<file path="src/rtl/bcr_pkg.sv">
package bcr_pkg;

    typedef enum logic [1:0] {
        MODE_ACQ  = 2'd0,
        MODE_MED  = 2'd1,
        MODE_NAR  = 2'd2,
        MODE_HOLD = 2'd3
    } bcr_mode_e;

endpackage

</file>
<file path="src/rtl/bcr_mode_fsm.sv">
module bcr_mode_fsm
    import bcr_pkg::*;
#(
    parameter int OSR         = 64,
    parameter int NARROW_BITS = 30
) (
    input  logic      clk,
    input  logic      rst_n,
    input  logic      acq_i,
    input  logic      hold_n_i,
    output bcr_mode_e mode_o
);

    localparam int LIM = OSR * NARROW_BITS;
    localparam int CW  = $clog2(LIM + 1);

    bcr_mode_e       state_q, state_d;
    logic [CW-1:0]   cnt_q;
    logic            win_done;

    assign win_done = (cnt_q == CW'(LIM));

    // window counter: restarts while acquisition is forced, saturates at LIM
    always_ff @(posedge clk) begin
        if (!rst_n) begin
            cnt_q <= '0;
        end else if (acq_i) begin
            cnt_q <= '0;
        end else if (!win_done) begin
            cnt_q <= cnt_q + CW'(1);
        end
    end

    // state register
    always_ff @(posedge clk) begin
        if (!rst_n) begin
            state_q <= MODE_ACQ;
        end else begin
            state_q <= state_d;
        end
    end

    // next-state logic
    always_comb begin
        state_d = state_q;
        unique case (state_q)
            MODE_ACQ: begin
                if (acq_i)          state_d = MODE_ACQ;
                else if (!hold_n_i) state_d = MODE_HOLD;
                else                state_d = MODE_MED;
            end
            MODE_MED: begin
                if (acq_i)          state_d = MODE_ACQ;
                else if (!hold_n_i) state_d = MODE_HOLD;
                else if (win_done)  state_d = MODE_NAR;
                else                state_d = MODE_MED;
            end
            MODE_NAR: begin
                if (acq_i)          state_d = MODE_ACQ;
                else if (!hold_n_i) state_d = MODE_HOLD;
                else                state_d = MODE_NAR;
            end
            MODE_HOLD: begin
                if (acq_i)          state_d = MODE_ACQ;
                else if (!hold_n_i) state_d = MODE_HOLD;
                else if (win_done)  state_d = MODE_NAR;
                else                state_d = MODE_MED;
            end
            default: state_d = MODE_ACQ;
        endcase
    end

    // output process
    always_comb begin
        mode_o = state_q;
    end

    AST_ACQ_WINS: assert property (@(posedge clk) disable iff (!rst_n)
        acq_i |=> (state_q == MODE_ACQ));
    AST_HOLD_ENTRY: assert property (@(posedge clk) disable iff (!rst_n)
        (!acq_i && !hold_n_i) |=> (state_q == MODE_HOLD));
    AST_MED_ON_FALL: assert property (@(posedge clk) disable iff (!rst_n)
        ($fell(acq_i) && hold_n_i) |=> (state_q == MODE_MED));
    AST_NAR_AFTER_WINDOW: assert property (@(posedge clk) disable iff (!rst_n)
        (state_q == MODE_NAR) |-> win_done);

endmodule

</file>
<file path="src/rtl/bcr_phase_det.sv">
module bcr_phase_det #(
    parameter int OSR = 64
) (
    input  logic                      clk,
    input  logic                      rst_n,
    input  logic                      din_i,
    input  logic [$clog2(OSR)-1:0]    phase_i,
    output logic                      edge_o,
    output logic signed [$clog2(OSR):0] err_o
);

    localparam int PW = $clog2(OSR);

    logic din_q;

    always_ff @(posedge clk) begin
        if (!rst_n) begin
            din_q <= 1'b0;
        end else begin
            din_q <= din_i;
        end
    end

    // a transition is expected at phase 0; phases in the upper half read as early
    always_comb begin
        edge_o = (din_i != din_q);
        err_o  = $signed({phase_i[PW-1], phase_i});
    end

endmodule

</file>
<file path="src/rtl/bcr_loop_filter.sv">
module bcr_loop_filter
    import bcr_pkg::*;
#(
    parameter int OSR = 64
) (
    input  logic                        clk,
    input  logic                        rst_n,
    input  bcr_mode_e                   mode_i,
    input  logic                        edge_i,
    input  logic signed [$clog2(OSR):0] err_i,
    output logic                        corr_vld_o,
    output logic [$clog2(OSR)-1:0]      corr_o
);

    localparam int PW      = $clog2(OSR);
    localparam int MED_LIM = (OSR / 16 > 0) ? OSR / 16 : 1;
    localparam int NAR_LIM = (OSR / 64 > 0) ? OSR / 64 : 1;
    localparam logic signed [PW+1:0] MED_L = (PW+2)'(MED_LIM);
    localparam logic signed [PW+1:0] NAR_L = (PW+2)'(NAR_LIM);

    logic signed [PW:0]   acc_q;
    logic                 half_q;
    logic signed [PW+1:0] sum;
    logic signed [PW+1:0] avg;
    logic signed [PW+1:0] lim;
    logic signed [PW+1:0] clamped;

    always_comb begin
        sum = $signed({acc_q[PW], acc_q}) + $signed({err_i[PW], err_i});
        avg = sum >>> 1;
        lim = (mode_i == MODE_NAR) ? NAR_L : MED_L;
        if (avg > lim)       clamped = lim;
        else if (avg < -lim) clamped = -lim;
        else                 clamped = avg;
    end

    always_comb begin
        corr_vld_o = 1'b0;
        corr_o     = '0;
        unique case (mode_i)
            MODE_ACQ: begin
                corr_vld_o = edge_i;
                corr_o     = PW'(err_i);
            end
            MODE_MED, MODE_NAR: begin
                corr_vld_o = edge_i && half_q;
                corr_o     = PW'(clamped);
            end
            MODE_HOLD: begin
                corr_vld_o = 1'b0;
            end
            default: corr_vld_o = 1'b0;
        endcase
    end

    always_ff @(posedge clk) begin
        if (!rst_n) begin
            acc_q  <= '0;
            half_q <= 1'b0;
        end else if (mode_i == MODE_ACQ || mode_i == MODE_HOLD) begin
            acc_q  <= '0;
            half_q <= 1'b0;
        end else if (edge_i) begin
            if (half_q) begin
                half_q <= 1'b0;
            end else begin
                acc_q  <= err_i;
                half_q <= 1'b1;
            end
        end
    end

    AST_NO_CORR_IN_HOLD: assert property (@(posedge clk) disable iff (!rst_n)
        (mode_i == MODE_HOLD) |-> !corr_vld_o);

endmodule

</file>
<file path="src/rtl/bcr_bit_nco.sv">
module bcr_bit_nco
    import bcr_pkg::*;
#(
    parameter int OSR = 64
) (
    input  logic                     clk,
    input  logic                     rst_n,
    input  bcr_mode_e                mode_i,
    input  logic                     corr_vld_i,
    input  logic [$clog2(OSR)-1:0]   corr_i,
    input  logic                     din_i,
    output logic [$clog2(OSR)-1:0]   phase_o,
    output logic                     strobe_o,
    output logic                     rclk_o,
    output logic                     dout_o
);

    localparam int PW      = $clog2(OSR);
    localparam int HALF    = OSR / 2;
    localparam int MED_LIM = (OSR / 16 > 0) ? OSR / 16 : 1;
    localparam int NAR_LIM = (OSR / 64 > 0) ? OSR / 64 : 1;

    logic [PW-1:0] ph_q, ph_d;
    logic          rclk_q;
    logic          dout_q;
    logic          strobe;

    always_comb begin
        strobe = (ph_q == PW'(HALF));
        if (corr_vld_i) ph_d = ph_q + PW'(1) - corr_i;
        else            ph_d = ph_q + PW'(1);
    end

    always_ff @(posedge clk) begin
        if (!rst_n) begin
            ph_q   <= '0;
            rclk_q <= 1'b1;
            dout_q <= 1'b0;
        end else begin
            ph_q   <= ph_d;
            rclk_q <= (ph_d < PW'(HALF)) && !strobe;
            if (strobe) dout_q <= din_i;
        end
    end

    always_comb begin
        phase_o  = ph_q;
        strobe_o = strobe;
        rclk_o   = rclk_q;
        dout_o   = dout_q;
    end

    AST_MED_STEP: assert property (@(posedge clk) disable iff (!rst_n)
        ($past(mode_i) == MODE_MED) |->
        (($signed(PW'(ph_q - $past(ph_q) - PW'(1))) <= MED_LIM) &&
         ($signed(PW'(ph_q - $past(ph_q) - PW'(1))) >= -MED_LIM)));
    AST_NAR_STEP: assert property (@(posedge clk) disable iff (!rst_n)
        ($past(mode_i) == MODE_NAR) |->
        (($signed(PW'(ph_q - $past(ph_q) - PW'(1))) <= NAR_LIM) &&
         ($signed(PW'(ph_q - $past(ph_q) - PW'(1))) >= -NAR_LIM)));
    AST_HOLD_FREERUN: assert property (@(posedge clk) disable iff (!rst_n)
        ($past(mode_i) == MODE_HOLD) |-> (ph_q == PW'($past(ph_q) + PW'(1))));
    AST_DATA_STABLE_AT_RISE: assert property (@(posedge clk) disable iff (!rst_n)
        $rose(rclk_q) |-> $stable(dout_q));

endmodule

</file>
<file path="src/rtl/bitclk_recovery.sv">
module bitclk_recovery
    import bcr_pkg::*;
#(
    parameter int OSR         = 64,
    parameter int NARROW_BITS = 30
) (
    input  logic       clk,
    input  logic       rst_n,
    input  logic       rx_bit_i,
    input  logic       acq_i,
    input  logic       hold_n_i,
    output logic       rclk_o,
    output logic       strobe_o,
    output logic       data_o,
    output logic [1:0] mode_o
);

    localparam int PW = $clog2(OSR);

    bcr_mode_e         mode;
    logic [PW-1:0]     phase;
    logic              edge_det;
    logic signed [PW:0] err;
    logic              corr_vld;
    logic [PW-1:0]     corr;

    bcr_mode_fsm #(.OSR(OSR), .NARROW_BITS(NARROW_BITS)) u_fsm (
        .clk      (clk),
        .rst_n    (rst_n),
        .acq_i    (acq_i),
        .hold_n_i (hold_n_i),
        .mode_o   (mode)
    );

    bcr_phase_det #(.OSR(OSR)) u_pd (
        .clk     (clk),
        .rst_n   (rst_n),
        .din_i   (rx_bit_i),
        .phase_i (phase),
        .edge_o  (edge_det),
        .err_o   (err)
    );

    bcr_loop_filter #(.OSR(OSR)) u_lf (
        .clk        (clk),
        .rst_n      (rst_n),
        .mode_i     (mode),
        .edge_i     (edge_det),
        .err_i      (err),
        .corr_vld_o (corr_vld),
        .corr_o     (corr)
    );

    bcr_bit_nco #(.OSR(OSR)) u_nco (
        .clk        (clk),
        .rst_n      (rst_n),
        .mode_i     (mode),
        .corr_vld_i (corr_vld),
        .corr_i     (corr),
        .din_i      (rx_bit_i),
        .phase_o    (phase),
        .strobe_o   (strobe_o),
        .rclk_o     (rclk_o),
        .dout_o     (data_o)
    );

    assign mode_o = mode;

endmodule

</file>
<file path="config.mk">
export PLATFORM = sky130hd
export DESIGN_NAME = bitclk_recovery
export DESIGN_NICKNAME = d
export VERILOG_FILES = /design/src/rtl/bcr_pkg.sv /design/src/rtl/bcr_mode_fsm.sv /design/src/rtl/bcr_phase_det.sv /design/src/rtl/bcr_loop_filter.sv /design/src/rtl/bcr_bit_nco.sv /design/src/rtl/bitclk_recovery.sv
export SDC_FILE = /design/constraint.sdc
export NUM_CORES = 1
export LEC_CHECK = 0
export BUFFER_PORTS_ARGS = -buffer_cell sky130_fd_sc_hd__buf_4
export CAP_MARGIN = 10
export CORE_ASPECT_RATIO = 0.75
export CORE_MARGIN = 4
export CORE_UTILIZATION = 55
export CTS_CLUSTER_DIAMETER = 100
export DETAILED_ROUTE_END_ITERATION = 10
export GPL_TIMING_DRIVEN = 0
export PLACE_DENSITY_LB_ADDON = 0.05
export SETUP_SLACK_MARGIN = 0.3
export SLEW_MARGIN = 40
export SYNTH_ARGS = -nofsm -noshare
export SYNTH_HDL_FRONTEND = slang
export SYNTH_SLANG_ARGS = --single-unit
</file>
<file path="constraint.sdc">
create_clock -name clk -period 4.2 [get_ports clk]
set_input_delay 0.42 -clock clk [delete_from_list [all_inputs] [get_ports clk]]
set_output_delay 0.42 -clock clk [all_outputs]
set_load 0.02 [all_outputs]
</file>
### Yosys cells after proc, flatten, opt, wreduce, memory -nomap -nowiden

Index checks and enable logic that the tools add are counted.

| storage, ports and cells | value |
|---|---|
| register bits after elaboration | 29 |
| input port bits | 5 |
| output and inout bits | 5 |

| cells by class | value |
|---|---|
| add/subtract/negate cells | 5 |
| magnitude comparators | 3 |
| equal/unequal tests | 6 |
| multiplexer cells | 15 |
| bitwise logic cells | 2 |
| reduce and logical (&&, ||, !) cells | 10 |

Operators with widths:

| operator | number |
|---|---|
| 2-to-1 mux 6 bit | 3 |
| 2-to-1 mux 2 bit | 6 |
| one-hot mux 6 bit (2 select lines) | 1 |
| adder 11 x 1 -> 11 bit, second input constant | 1 |
| == test 11 bit, second input constant | 1 |
| < comparator 6 x 8 -> 1 bit | 1 |
| negator 3 -> 8 bit | 1 |
| OR reduction 2 bit | 4 |
| adder 6 x 6 -> 7 bit | 1 |
| adder 6 x 1 -> 6 bit, second input constant | 1 |
| == test 6 bit, second input constant | 1 |
| > comparator 6 x 4 -> 1 bit | 1 |
| < comparator 6 bit, second input constant | 1 |
| one-hot mux 2 bit (3 select lines) | 1 |
| subtractor 6 bit | 1 |
| == test 2 bit, second input constant | 2 |
| 2-to-1 mux 3 bit | 1 |
| one-hot mux 1 bit (3 select lines) | 1 |
| == test 2 x 1 -> 1 bit, second input constant | 1 |
| logical AND 1 bit | 2 |
| zero test 2 bit | 1 |
| 2-to-1 mux 1 bit | 2 |
| inverter 1 bit | 2 |
| AND reduction 2 bit | 1 |
| 3 further kinds | 3 |

### Longest topological paths before layout

Gate-level depths: netlist of the first run.

| depth | value |
|---|---|
| depth after elaboration | 11 |
| mapped depth | 20 |
| gate-level depth less buffers | 20 |

### By module

Synthesis of the first run repeated with hierarchy kept, for this count alone.

| second synthesis, totals | value |
|---|---|
| cell total of the unflattened synthesis | 268 |
| area, all modules | 2263.4 um^2 |

Modules (own cells, without submodules):

| module | times used | cells each | area an instance (um^2) |
|---|---|---|---|
| bcr_loop_filter | 1 | 117 | 937.1 |
| bcr_mode_fsm | 1 | 74 | 644.4 |
| bcr_bit_nco | 1 | 67 | 593.1 |
| bcr_phase_det | 1 | 10 | 88.8 |

### Worst setup path after synthesis of the first run

No wires, ideal clock.

| path | value |
|---|---|
| path type | register to register |
| start point | reg u_nco.ph_q[0] (netlist: u_nco.phase_o[0]) |
| end point | reg u_nco.rclk_q (netlist: u_nco.rclk_o) |
| setup time | 0.123 ns |
| arrival time | 4.199 ns |
| data required time | 4.077 ns |
| path slack | -0.122 ns |
| cell stages (with the launch flop) | 20 |
| path buffers | 0 |
| clock period less this slack | 4.322 ns |
| path through | dfxtp_1 nand2_1 fa_1 nand2b_1 a21oi_1 xor2_1 o211ai_1 nor2_1 nand2_1 ha_1 mux2_2 a22oi_1 or2_2 ha_1 a21o_1 a21oi_1 o21ai_0 or3_1 mux2i_1 mux2_1 |

| between the ends | value |
|---|---|
| longest elaborated chain between the ends | 9 |
| elaborated cells between the ends (all ways) | 13 |
| classes of those cells | add/sub: 3; order compare: 3; eq/ne: 1; mux: 4; reduce/logical: 2 |

RTL lines:

| item | line | source |
|---|---|---|
| start: declaration | bcr_bit_nco.sv:23 | `logic [PW-1:0] ph_q, ph_d;` |
| start signal: assignment | bcr_bit_nco.sv:40 | `ph_q <= ph_d;` |
| adder 6 x 6 -> 7 bit | bcr_loop_filter.sv:29 | `sum = $signed({acc_q[PW], acc_q}) + $signed({err_i[PW], err_i});` |
| < comparator 6 x 8 -> 1 bit | bcr_loop_filter.sv:33 | `else if (avg < -lim) clamped = -lim;` |
| 2-to-1 mux 6 bit | bcr_loop_filter.sv:33 |  |
| 2-to-1 mux 6 bit | bcr_loop_filter.sv:32 | `if (avg > lim) clamped = lim;` |
| one-hot mux 6 bit (2 select lines) | bcr_loop_filter.sv:40 | `unique case (mode_i)` |
| subtractor 6 bit | bcr_bit_nco.sv:30 | `if (corr_vld_i) ph_d = ph_q + PW'(1) - corr_i;` |
| 2-to-1 mux 6 bit | bcr_bit_nco.sv:30 |  |
| < comparator 6 bit | bcr_bit_nco.sv:41 | `rclk_q <= (ph_d < PW'(HALF)) && !strobe;` |
| logical AND 1 bit * | bcr_bit_nco.sv:41 |  |
| end signal: assignment | bcr_bit_nco.sv:41 |  |
| end: declaration | bcr_bit_nco.sv:24 | `logic rclk_q;` |

Mark *: on every way between the ends. The rest lies on a longest branch, timed or not.
A chain may end at the register's enable or synchronous reset.

### Final worst setup path of the first run

Ends and elaborated chain as after synthesis.

==> results of run 1 <==
==> synth_stat cells (all sizes together), types with 5 or more instances <==
| library cell | number | area share (%) |
|---|---|---|
| dfxtp | 29 | 29 |
| nor2b | 5 | 1.6 |
| xor2 | 11 | 4.9 |
| nand3 | 10 | 2.5 |
| a21oi | 18 | 4.8 |
| xnor2 | 10 | 4.4 |
| nor2 | 21 | 4.0 |
| mux2i | 6 | 3.0 |
| ha | 24 | 15 |
| nand2 | 22 | 4.2 |
| o21ai | 15 | 3.8 |
| inv | 12 | 2.3 |
==> flip-flops by register name, summed over array words and instances (netlist names) <==
| register | cells |
|---|---|
| u_fsm.cnt_q | 11 |
| u_lf.acc_q | 6 |
| u_nco.phase_o | 6 |
| u_fsm.mode_o | 2 |
| u_lf.half_q | 1 |
| u_nco.dout_o | 1 |
| u_nco.rclk_o | 1 |
| u_pd.din_q | 1 |
==> routing by layer <==
metal | up-vias | track usage (%) | routed length, um
met3 | 17 | 6.024 | 307
met1 | 838 | 32.32 | 2593
met2 | 49 | 36.41 | 2191
met5 | - | 0 | 0
li1 | 885 | - | -
met4 | 0 | 6.853 | 140
==> area by class of cell <==
| class | instances | area, um2 | area share, % |
|---|---|---|---|
| tap | 40 | 50.05 | 1.893 |
| sequential | 29 | 596.8 | 22.57 |
| clock buffer | 6 | 82.58 | 3.124 |
| multi-input combinational | 186 | 1554 | 58.78 |
| buffer | 3 | 11.26 | 0.4259 |
| inverter | 12 | 45.04 | 1.704 |
| timing repair buffer | 35 | 266.5 | 10.08 |
| clock inverter | 2 | 37.54 | 1.420 |
==> worst paths after layout <==
| kind | slack [ps] | depth (start not counted) | to | start |
|---|---|---|---|---|
| setup reg to reg | -210 | 19 | u_nco.rclk_o | u_nco.phase_o[0] |
| hold / removal | 320 | 2 | u_fsm.mode_o[1] | hold_n_i |
| setup / recovery | -210 | 19 | u_nco.rclk_o | u_nco.phase_o[0] |
| hold reg to reg | 490 | 2 | u_fsm.cnt_q[10] | u_fsm.cnt_q[10] |
==> timing repair <==
action                                  CTS  global route
buffers inserted                         14            12
endpoints found under the setup margin    4             5
gates resized for setup                  19            11
pin swaps                                 9            18
gates cloned                              0             0
hold buffers                              0             0
==> logic make-up after synthesis <==
logic type,count (synthesis),share of synthesized area [%]
muxes,9,4.946
AOI/OAI and AO/OA,53,17.57
xor gates and xnor gates,21,9.321
buffers and inverters,15,2.853
and+or+nand+nor,77,18.64
adders and majority gates,26,17.25
DFF,29,29.42
==> power groups by stage <==
| stage | clock network, mW | registers (mW) | logic [mW] |
|---|---|---|---|
| 2_1_floorplan | 0 | 0.365 | 0.531 |
| 3_3_place_gp | 0 | 0.381 | 0.633 |
| 3_5_place_dp | 0 | 0.382 | 0.661 |
| 4_1_cts | 0.309 | 0.373 | 0.855 |
| 5_1_grt | 0.321 | 0.380 | 1.14 |
| 6_report | 0.308 | 0.375 | 1.07 |
==> worst max-delay path, stage by stage, from the launching register on <==
cell      delay (ps)
dfxtp_4          350
nand2_2           50
fa_2             410
xnor2_2          160
ha_1             280
nor2b_1          150
o211ai_1         120
nor2_1           150
nand2_1          110
ha_4             310
mux2_4           310
a22oi_2          130
or2_4            160
ha_4             190
a21o_1           200
a21oi_2          170
o21ai_2           80
or3_1            370
mux2i_2          260
mux2_4           320
==> through the flow <==
stage               util (%)  std cells
finish                 78.26        313
global route           78.26        313
CTS                    73.48        301
detailed placement     63.93        279
global placement       63.93        279
floorplan                  -        230
==> impl_metrics.py, run 1 <==
metrics = {
    "sta": {
        "rsz0062_at_grt": "true",
        "max_clock_freq_mhz": 227.0,
        "tns_ps": -417.1,
        "whs_ps": 319.8,
        "worst_pin_slew_ps": 719.5,
        "hold_viol_final": 0,
        "finalClockSkew_ps": 5.899,
        "setup_violations": 3,
        "fin_crit_sh_pct": 104.9,
        "maxSlewHeadroom_pct": 51.85,
        "drv_slew": 0,
        "fin_ws_ps": -205.4,
        "min_period_ps": 4405,
    },
    "power": {
        "switching_share_pct": 38.74,
        "p_sw_uw": 677.6,
        "cellLeakagePower_nw": 1.107,
        "p_seq_share_pct": 21.5,
        "comb_power_share_pct": 61.0,
        "internal-power_mw": 1.071,
        "vdd_drop_max_v": 0.0004945,
        "power_mw": 1.749,
        "powerDensity_mw_per_mm2": 661.6,
        "p_clk_share_pct": 17.6,
    },
    "final_layout": {
        "syn_to_final_growth_pct": 33.99,
        "num-nets-final": 303,
        "finish.instance_area_mm2": 0.002644,
        "drive_gt1_share_pct": 31.87,
        "fillCellCount": 234,
        "layout_commonest_cell": "buf_4",
        "final_cell_mix": "buf_4, dfxtp_1, nor2_1, nand2_1, ha_1",
        "n_antenna_cell": 0,
    },
    "clock_network": {
        "clk_latency_ps": 290,
        "clkSinkCount": 29,
        "htreeDepth": 2,
        "root_buffer": "clkbuf_8",
        "cts_tree": "built",
        "cts_buffers": 5,
        "clock_path_buffers": 2,
        "clkTransAtPathRegs_ps": 70,
    },
    "die": {
        "floorplan.initialDensity_pct": 58.41,
        "rows": 18,
        "die_x_um": 77.16,
        "dieHeight_um": 59.87,
        "dieArea_mm2": 0.004620,
        "io_pins": 10,
        "core_area_mm2": 0.003378,
    },
    "detailed_routing": {
        "wl_um": 5232,
        "first_pass_iters": 4,
        "routedWlPerCell_um": 16.72,
        "ant_nets": 0,
        "drtIter0Drc": 93,
        "vias_per_cell": 5.716,
        "drc": 0,
        "dr_total_vias": 1789,
    },
    "critical_path": {
        "start_kind": "register",
        "crit_arrival_ps": 4590,
        "critPathMaxFanout": 3,
        "critPathRequiredTime_ps": 4380,
        "critPathKind": "register to register",
        "cp-end-kind": "register",
    },
    "logic_synthesis": {
        "synth_cells": 230,
        "synth_area_per_cell_um2": 8.579,
        "syn-cell-area_mm2": 0.001973,
        "yosys_warnings": 0,
        "synth-async-reset-ratio_pct": 0,
        "ys_types": 42,
        "synthFlopType": "dfxtp_1",
        "yosysSeqAreaShare_pct": 29.42,
        "ys_ff_latch": 29,
        "syn_nets": 261,
        "synth_edf_count": 0,
    },
    "grt": {
        "grt_max_degree": 11,
        "grt_usage_pct": 23.43,
        "gr-total-overflow": 0,
        "grt_pass1_vias": 1688,
        "grt_pass1_wl_um": 8335,
        "antenna_found_initial": 0,
    },
    "placed_design": {
        "detailed_place_hpwl_um": 3330,
        "gp_congestion": 0.8258,
        "dp_slack_ps": -289.0,
        "placed_cell_area_mm2": 0.002160,
        "port_buffers": 9,
    },
    "run": {
        "cap_violations": 0,
    },
    "run_status": {
        "outcome": "complete, but fails checks",
        "violations": "negative setup slack",
    },
    "hold_path": {
        "min_path_type": "input port to register",
    },
}
Power figures use the tool's default switching activity.
==> run 2, diff against run 1 <==
--- a/config.mk
+++ b/config.mk
@@ -7,9 +7,11 @@
 export LEC_CHECK = 0
 export BUFFER_PORTS_ARGS = -buffer_cell sky130_fd_sc_hd__buf_4
 export CAP_MARGIN = 10
+export CELL_PAD_IN_SITES_DETAIL_PLACEMENT = 1
+export CELL_PAD_IN_SITES_GLOBAL_PLACEMENT = 1
 export CORE_ASPECT_RATIO = 0.75
 export CORE_MARGIN = 4
-export CORE_UTILIZATION = 55
+export CORE_UTILIZATION = 42
 export CTS_CLUSTER_DIAMETER = 100
 export DETAILED_ROUTE_END_ITERATION = 10
 export GPL_TIMING_DRIVEN = 0
==> run 2 against run 1 <==
The run still ends with negative setup slack left. Global-route usage fell by 0.69 points. Register-to-register slack got worse by 150 ps. Utilization fell by 20 points. Setup slack got worse by 150 ps. Largest cell class unchanged.
==> impl_metrics.py, run 2 (same netlist as run 1, synthesis figures left out) <==
metrics = {
    "detailed_routing": {
        "routedWlPerCell_um": 19.43,
        "vias_per_cell": 5.798,
        "first_pass_iters": 4,
        "ant_nets": 0,
        "wl_um": 6335,
        "dr_total_vias": 1890,
        "drc": 0,
        "drtIter0Drc": 144,
    },
    "die": {
        "dieArea_mm2": 0.005870,
        "rows": 21,
        "dieHeight_um": 67.36,
        "core_area_mm2": 0.004493,
        "floorplan.initialDensity_pct": 43.92,
        "io_pins": 10,
        "die_x_um": 87.15,
    },
    "grt": {
        "grt_usage_pct": 22.74,
        "gr-total-overflow": 0,
        "grt_pass1_wl_um": 10070,
        "antenna_found_initial": 0,
        "grt_max_degree": 11,
        "grt_pass1_vias": 2009,
    },
    "sta": {
        "min_period_ps": 4553,
        "tns_ps": -871.7,
        "fin_crit_sh_pct": 108.4,
        "fin_ws_ps": -352.5,
        "rsz0062_at_grt": "true",
        "finalClockSkew_ps": 5.025,
        "worst_pin_slew_ps": 859.9,
        "maxSlewHeadroom_pct": 42.23,
        "setup_violations": 4,
        "hold_viol_final": 0,
        "max_clock_freq_mhz": 219.7,
        "drv_slew": 0,
    },
    "hold_path": {
        "holdPathStages": 2,
        "holdPathEnd": "u_fsm.mode_o[1]",
        "min_path_type": "input port to register",
        "hp-start": "hold_n_i",
    },
    "placed_design": {
        "dp_slack_ps": -448.2,
        "detailed_place_hpwl_um": 4002,
        "dp.cells": 296,
        "port_buffers": 9,
        "gp_congestion": 0.8486,
    },
    "critical_path": {
        "critPathMaxFanout": 3,
        "crit_arrival_ps": 4740,
        "critPathRequiredTime_ps": 4380,
        "rrSetupSlack_ps": -350,
        "reg2reg_to": "u_nco.rclk_o",
        "start_kind": "register",
        "critPathKind": "register to register",
        "timing.rr.start": "u_nco.phase_o[0]",
        "cp-end-kind": "register",
        "r2r.worst_path.cells": 20,
    },
    "clock_network": {
        "htreeDepth": 2,
        "clkTransAtPathRegs_ps": 70,
        "clock_path_buffers": 2,
        "holdBufCountCts": 0,
        "cts_buffers": 5,
        "cts_tree": "built",
        "root_buffer": "clkbuf_8",
        "clk_latency_ps": 290,
        "clkSinkCount": 29,
    },
    "final_layout": {
        "num-nets-final": 299,
        "largest_reg_flops": 11,
        "syn_to_final_growth_pct": 33.80,
        "drive_gt1_share_pct": 29.37,
        "n_antenna_cell": 0,
        "final_cells": 326,
        "utilization_pct": 58.76,
        "top_register": "u_fsm.cnt_q",
        "final_cell_mix": "buf_4, dfxtp_1, nor2_1, nand2_1, ha_1",
        "layout_commonest_cell": "buf_4",
    },
    "run": {
        "cap_violations": 0,
    },
    "run_status": {
        "violations": "negative setup slack",
        "outcome": "complete, but fails checks",
    },
    "power": {
        "powerDensity_mw_per_mm2": 646.4,
        "vdd_drop_max_v": 0.0003318,
        "cellLeakagePower_nw": 1.094,
    },
}
-- run 2: layout make-up --
class / instances / area, um2
fill: 512 / 1853
timing repair buffer: 31 / 244.0
sequential: 29 / 598.1
inverter: 12 / 45.04
clock buffer: 8 / 111.4
buffer: 3 / 11.26
tap: 57 / 71.32
multi-input combinational: 186 / 1559
-- run 2: how the worst max path moves through the flow --
stage                     start      endpoint  slack, ps
2_1_floorplan  u_nco.phase_o[0]  u_nco.rclk_o        140
3_3_place_gp   u_nco.phase_o[2]  u_nco.rclk_o       -310
3_5_place_dp   u_nco.phase_o[2]  u_nco.rclk_o       -450
4_1_cts        u_nco.phase_o[1]  u_nco.rclk_o       -100
5_1_grt        u_nco.phase_o[0]  u_nco.rclk_o       -440
6_report       u_nco.phase_o[0]  u_nco.rclk_o       -350
-- run 2: stage by stage --
stage | area (um2) | hold slack, ps | total power [mW]
4_1_cts | 2560 | 310.3 | 1.557
5_1_grt | 2640 | 312.2 | 1.818
2_1_floorplan | 2042 | 457.5 | 0.8955
3_3_place_gp | 2181 | 472.4 | 1.017
6_report | 2640 | 311.0 | 1.706
3_5_place_dp | 2181 | 479.1 | 1.066
-- run 2: metal layers --
| metal | GRT usage [%] | vias up | share of wire, % |
|---|---|---|---|
| met5 | 0 | - | 0 |
| met4 | 9.387 | 0 | 3.6 |
| met3 | 4.756 | 24 | 3.7 |
| met2 | 38.54 | 45 | 48 |
| met1 | 28.27 | 945 | 44 |
| li1 | - | 876 | - |
-- run 2: critical path, cell delays in order (launching register included) --
cell and delay, ps:
dfxtp_4 370, nand2_4 50, fa_2 420, nand2b_4 180
a21oi_4 180, xor2_4 230, o211ai_1 160, nor2_1 200
nand2_1 140, ha_4 290, or2b_1 230, mux2i_1 240
a22o_1 200, ha_2 180, inv_2 40, a21o_1 160
a21oi_2 200, o21ai_2 90, or3_4 360, mux2i_4 190
mux2_4 320
-- run 2: repair_timing --
action | CTS | global route
setup endpoints to repair | 6 | 6
setup buffers | 16 | 6
resized for setup | 29 | 7
pin swaps | 19 | 15
-- run 2: power by group --
group	switching, mW	total (mW)	internal [mW]
combinational	0.514	1.04	0.527
clock	0.118	0.288	0.169
sequential	0.0591	0.377	0.318
==> run 3, diff against run 2 <==
--- a/config.mk
+++ b/config.mk
@@ -11,11 +11,11 @@
 export CELL_PAD_IN_SITES_GLOBAL_PLACEMENT = 1
 export CORE_ASPECT_RATIO = 0.75
 export CORE_MARGIN = 4
-export CORE_UTILIZATION = 42
+export CORE_UTILIZATION = 30
 export CTS_CLUSTER_DIAMETER = 100
 export DETAILED_ROUTE_END_ITERATION = 10
 export GPL_TIMING_DRIVEN = 0
-export PLACE_DENSITY_LB_ADDON = 0.05
+export PLACE_DENSITY = 0.54
 export SETUP_SLACK_MARGIN = 0.3
 export SLEW_MARGIN = 40
 export SYNTH_ARGS = -nofsm -noshare
==> run 3 against run 2 <==
The flow now finishes without violations. Total power decreased by 8.3%. Worst hold slack improved by 9.7 ps. Sequential power about the same. Critical path depth unchanged. First-iteration DRC count decreased by 78%. Sequential share of layout area increased by 0.11 points. Clock-buffer cell count decreased by 1. Clock skew about the same. Final area decreased by 0.28%. Setup slack improved by 360 ps.
==> impl_metrics.py, run 3 (same netlist as run 1, synthesis figures left out) <==
metrics = {
    "run_status": {
        "outcome": "finished, final reports clean",
    },
    "final_layout": {
        "layout_commonest_cell": "buf_4",
        "syn_to_final_growth_pct": 33.42,
        "drive_gt1_share_pct": 30.68,
        "largest_reg_flops": 11,
        "utilization_pct": 41.46,
        "multi_input_area_mm2": 0.001579,
        "n_antenna_cell": 0,
        "register_area_um2": 599.3,
        "finish.instance_area_mm2": 0.002633,
        "fillCellCount": 743,
        "final_cell_mix": "buf_4, dfxtp_1, nor2_1, nand2_1, ha_1",
        "num-nets-final": 294,
        "top_register": "u_fsm.cnt_q",
    },
    "clock_network": {
        "clkTransAtPathRegs_ps": 70,
        "clkSinkCount": 29,
        "htreeDepth": 2,
        "cts_buffers": 5,
        "clock_path_buffers": 2,
        "clk_latency_ps": 280,
        "root_buffer": "clkbuf_8",
        "cts_tree": "built",
    },
    "power": {
        "p_clk_share_pct": 17.0,
        "switching_share_pct": 40.26,
        "power_mw": 1.565,
        "cellLeakagePower_nw": 1.063,
        "comb_power_share_pct": 58.8,
        "vdd_drop_max_v": 0.0002589,
        "p_seq_share_pct": 24.2,
        "internal-power_uw": 934.9,
        "powerDensity_mw_per_mm2": 594.4,
        "p_sw_uw": 630.0,
    },
    "sta": {
        "maxSlewHeadroom_pct": 53.23,
        "finalClockSkew_ps": 4.783,
        "drv_slew": 0,
        "max_clock_freq_mhz": 238.3,
        "setup_violations": 0,
        "min_period_ps": 4197,
        "rsz0062_at_grt": "true",
        "tns_ps": 0,
        "fin_crit_sh_pct": 99.92,
        "worst_pin_slew_ps": 696.2,
        "hold_viol_final": 0,
    },
    "detailed_routing": {
        "dr_total_vias": 1711,
        "drtIter0Drc": 32,
        "drc": 0,
        "wl_um": 5369,
        "vias_per_cell": 4.959,
        "first_pass_iters": 4,
        "routedWlPerCell_um": 15.56,
        "ant_nets": 0,
    },
    "grt": {
        "grt_max_degree": 11,
        "grt_usage_pct": 14.86,
        "gr-total-overflow": 0,
        "grt_pass1_wl_um": 9156,
        "grt_pass1_vias": 1811,
        "antenna_found_initial": 0,
    },
    "die": {
        "dieArea_mm2": 0.007952,
        "core_area_mm2": 0.006350,
        "floorplan.initialDensity_pct": 31.07,
        "die_x_um": 101.6,
        "dieHeight_um": 78.24,
        "rows": 25,
        "io_pins": 10,
    },
    "run": {
        "cap_violations": 0,
    },
    "critical_path": {
        "critPathKind": "register to register",
        "start_kind": "register",
        "crit_arrival_ps": 4370,
        "cp-end-kind": "register",
        "critPathRequiredTime_ps": 4380,
        "critPathMaxFanout": 4,
    },
    "hold_path": {
        "min_path_type": "input port to register",
    },
    "placed_design": {
        "detailed_place_hpwl_um": 3757,
        "placed_cell_area_mm2": 0.002218,
        "gp_congestion": 0.7951,
        "port_buffers": 9,
    },
}
run 3: timing repair:
action | 4_1_cts | 5_1_grt
setup endpoints to repair | 6 | 5
pin swaps | 16 | 10
gates resized for setup | 31 | 6
hold buffers | 0 | 0
buffers inserted | 13 | 4
gates cloned | 0 | 0
run 3: worst paths after layout:
| check | from | endpoint | slack [ps] | cells after the start |
|---|---|---|---|---|
| worst max register to register | u_nco.phase_o[0] | u_nco.rclk_o | 3 | 20 |
| worst min register to register | u_lf.acc_q[3] | u_lf.acc_q[3] | 490 | 2 |
| worst min-delay path | hold_n_i | u_fsm.mode_o[1] | 320 | 2 |
| worst max-delay path | u_nco.phase_o[0] | u_nco.rclk_o | 3 | 20 |
run 3: layout make-up:
cell class	count	area share, %
Multi-Input combinational cell	186	59.98
Clock inverter	1	0.1901
Timing Repair Buffer	26	7.414
Clock buffer	7	3.660
Buffer	3	0.4278
Sequential cell	29	22.77
Inverter	12	1.711
Tap cell	81	3.850
run 3: worst max-delay path: stages (launching register included):
cell	delay [ps]
dfxtp_4	370
nand2_4	50
fa_2	430
xnor2_4	150
ha_1	270
nor2b_1	120
o211ai_1	90
nor2_1	120
nand2_1	100
ha_4	280
or2b_1	240
mux2i_1	180
a22o_1	190
ha_2	170
inv_2	40
a21o_1	150
a21oi_2	170
o21ai_2	70
or3_1	320
mux2i_2	240
mux2_4	320
run 3: per-stage QoR:
stage,cells,worst slack [ps],hold WS (ps)
CTS,341,0.4081,317.3
global route,345,-228.1,322.2
floorplan,230,136.9,457.5
detailed placement,320,-349.3,476.3
finish,345,3.285,320.7
global placement,320,-360.0,468.4
run 3: power by group through the flow:
stage / sequential, mW / combinational (mW) / clock, mW
after floorplan: 0.365 / 0.531 / 0
after global placement: 0.387 / 0.668 / 0
after detailed placement: 0.387 / 0.670 / 0
after CTS: 0.376 / 0.875 / 0.273
after global routing: 0.387 / 1.02 / 0.288
final: 0.379 / 0.920 / 0.266
run 3: metal layers:
layer / wire length (um) / vias up / GRT usage, %
li1: - / 869 / -
met1: 2840 / 827 / 20.80
met2: 2372 / 9 / 22.72
met3: 96 / 6 / 3.020
met4: 60 / 0 / 4.781
met5: 0 / - / 0
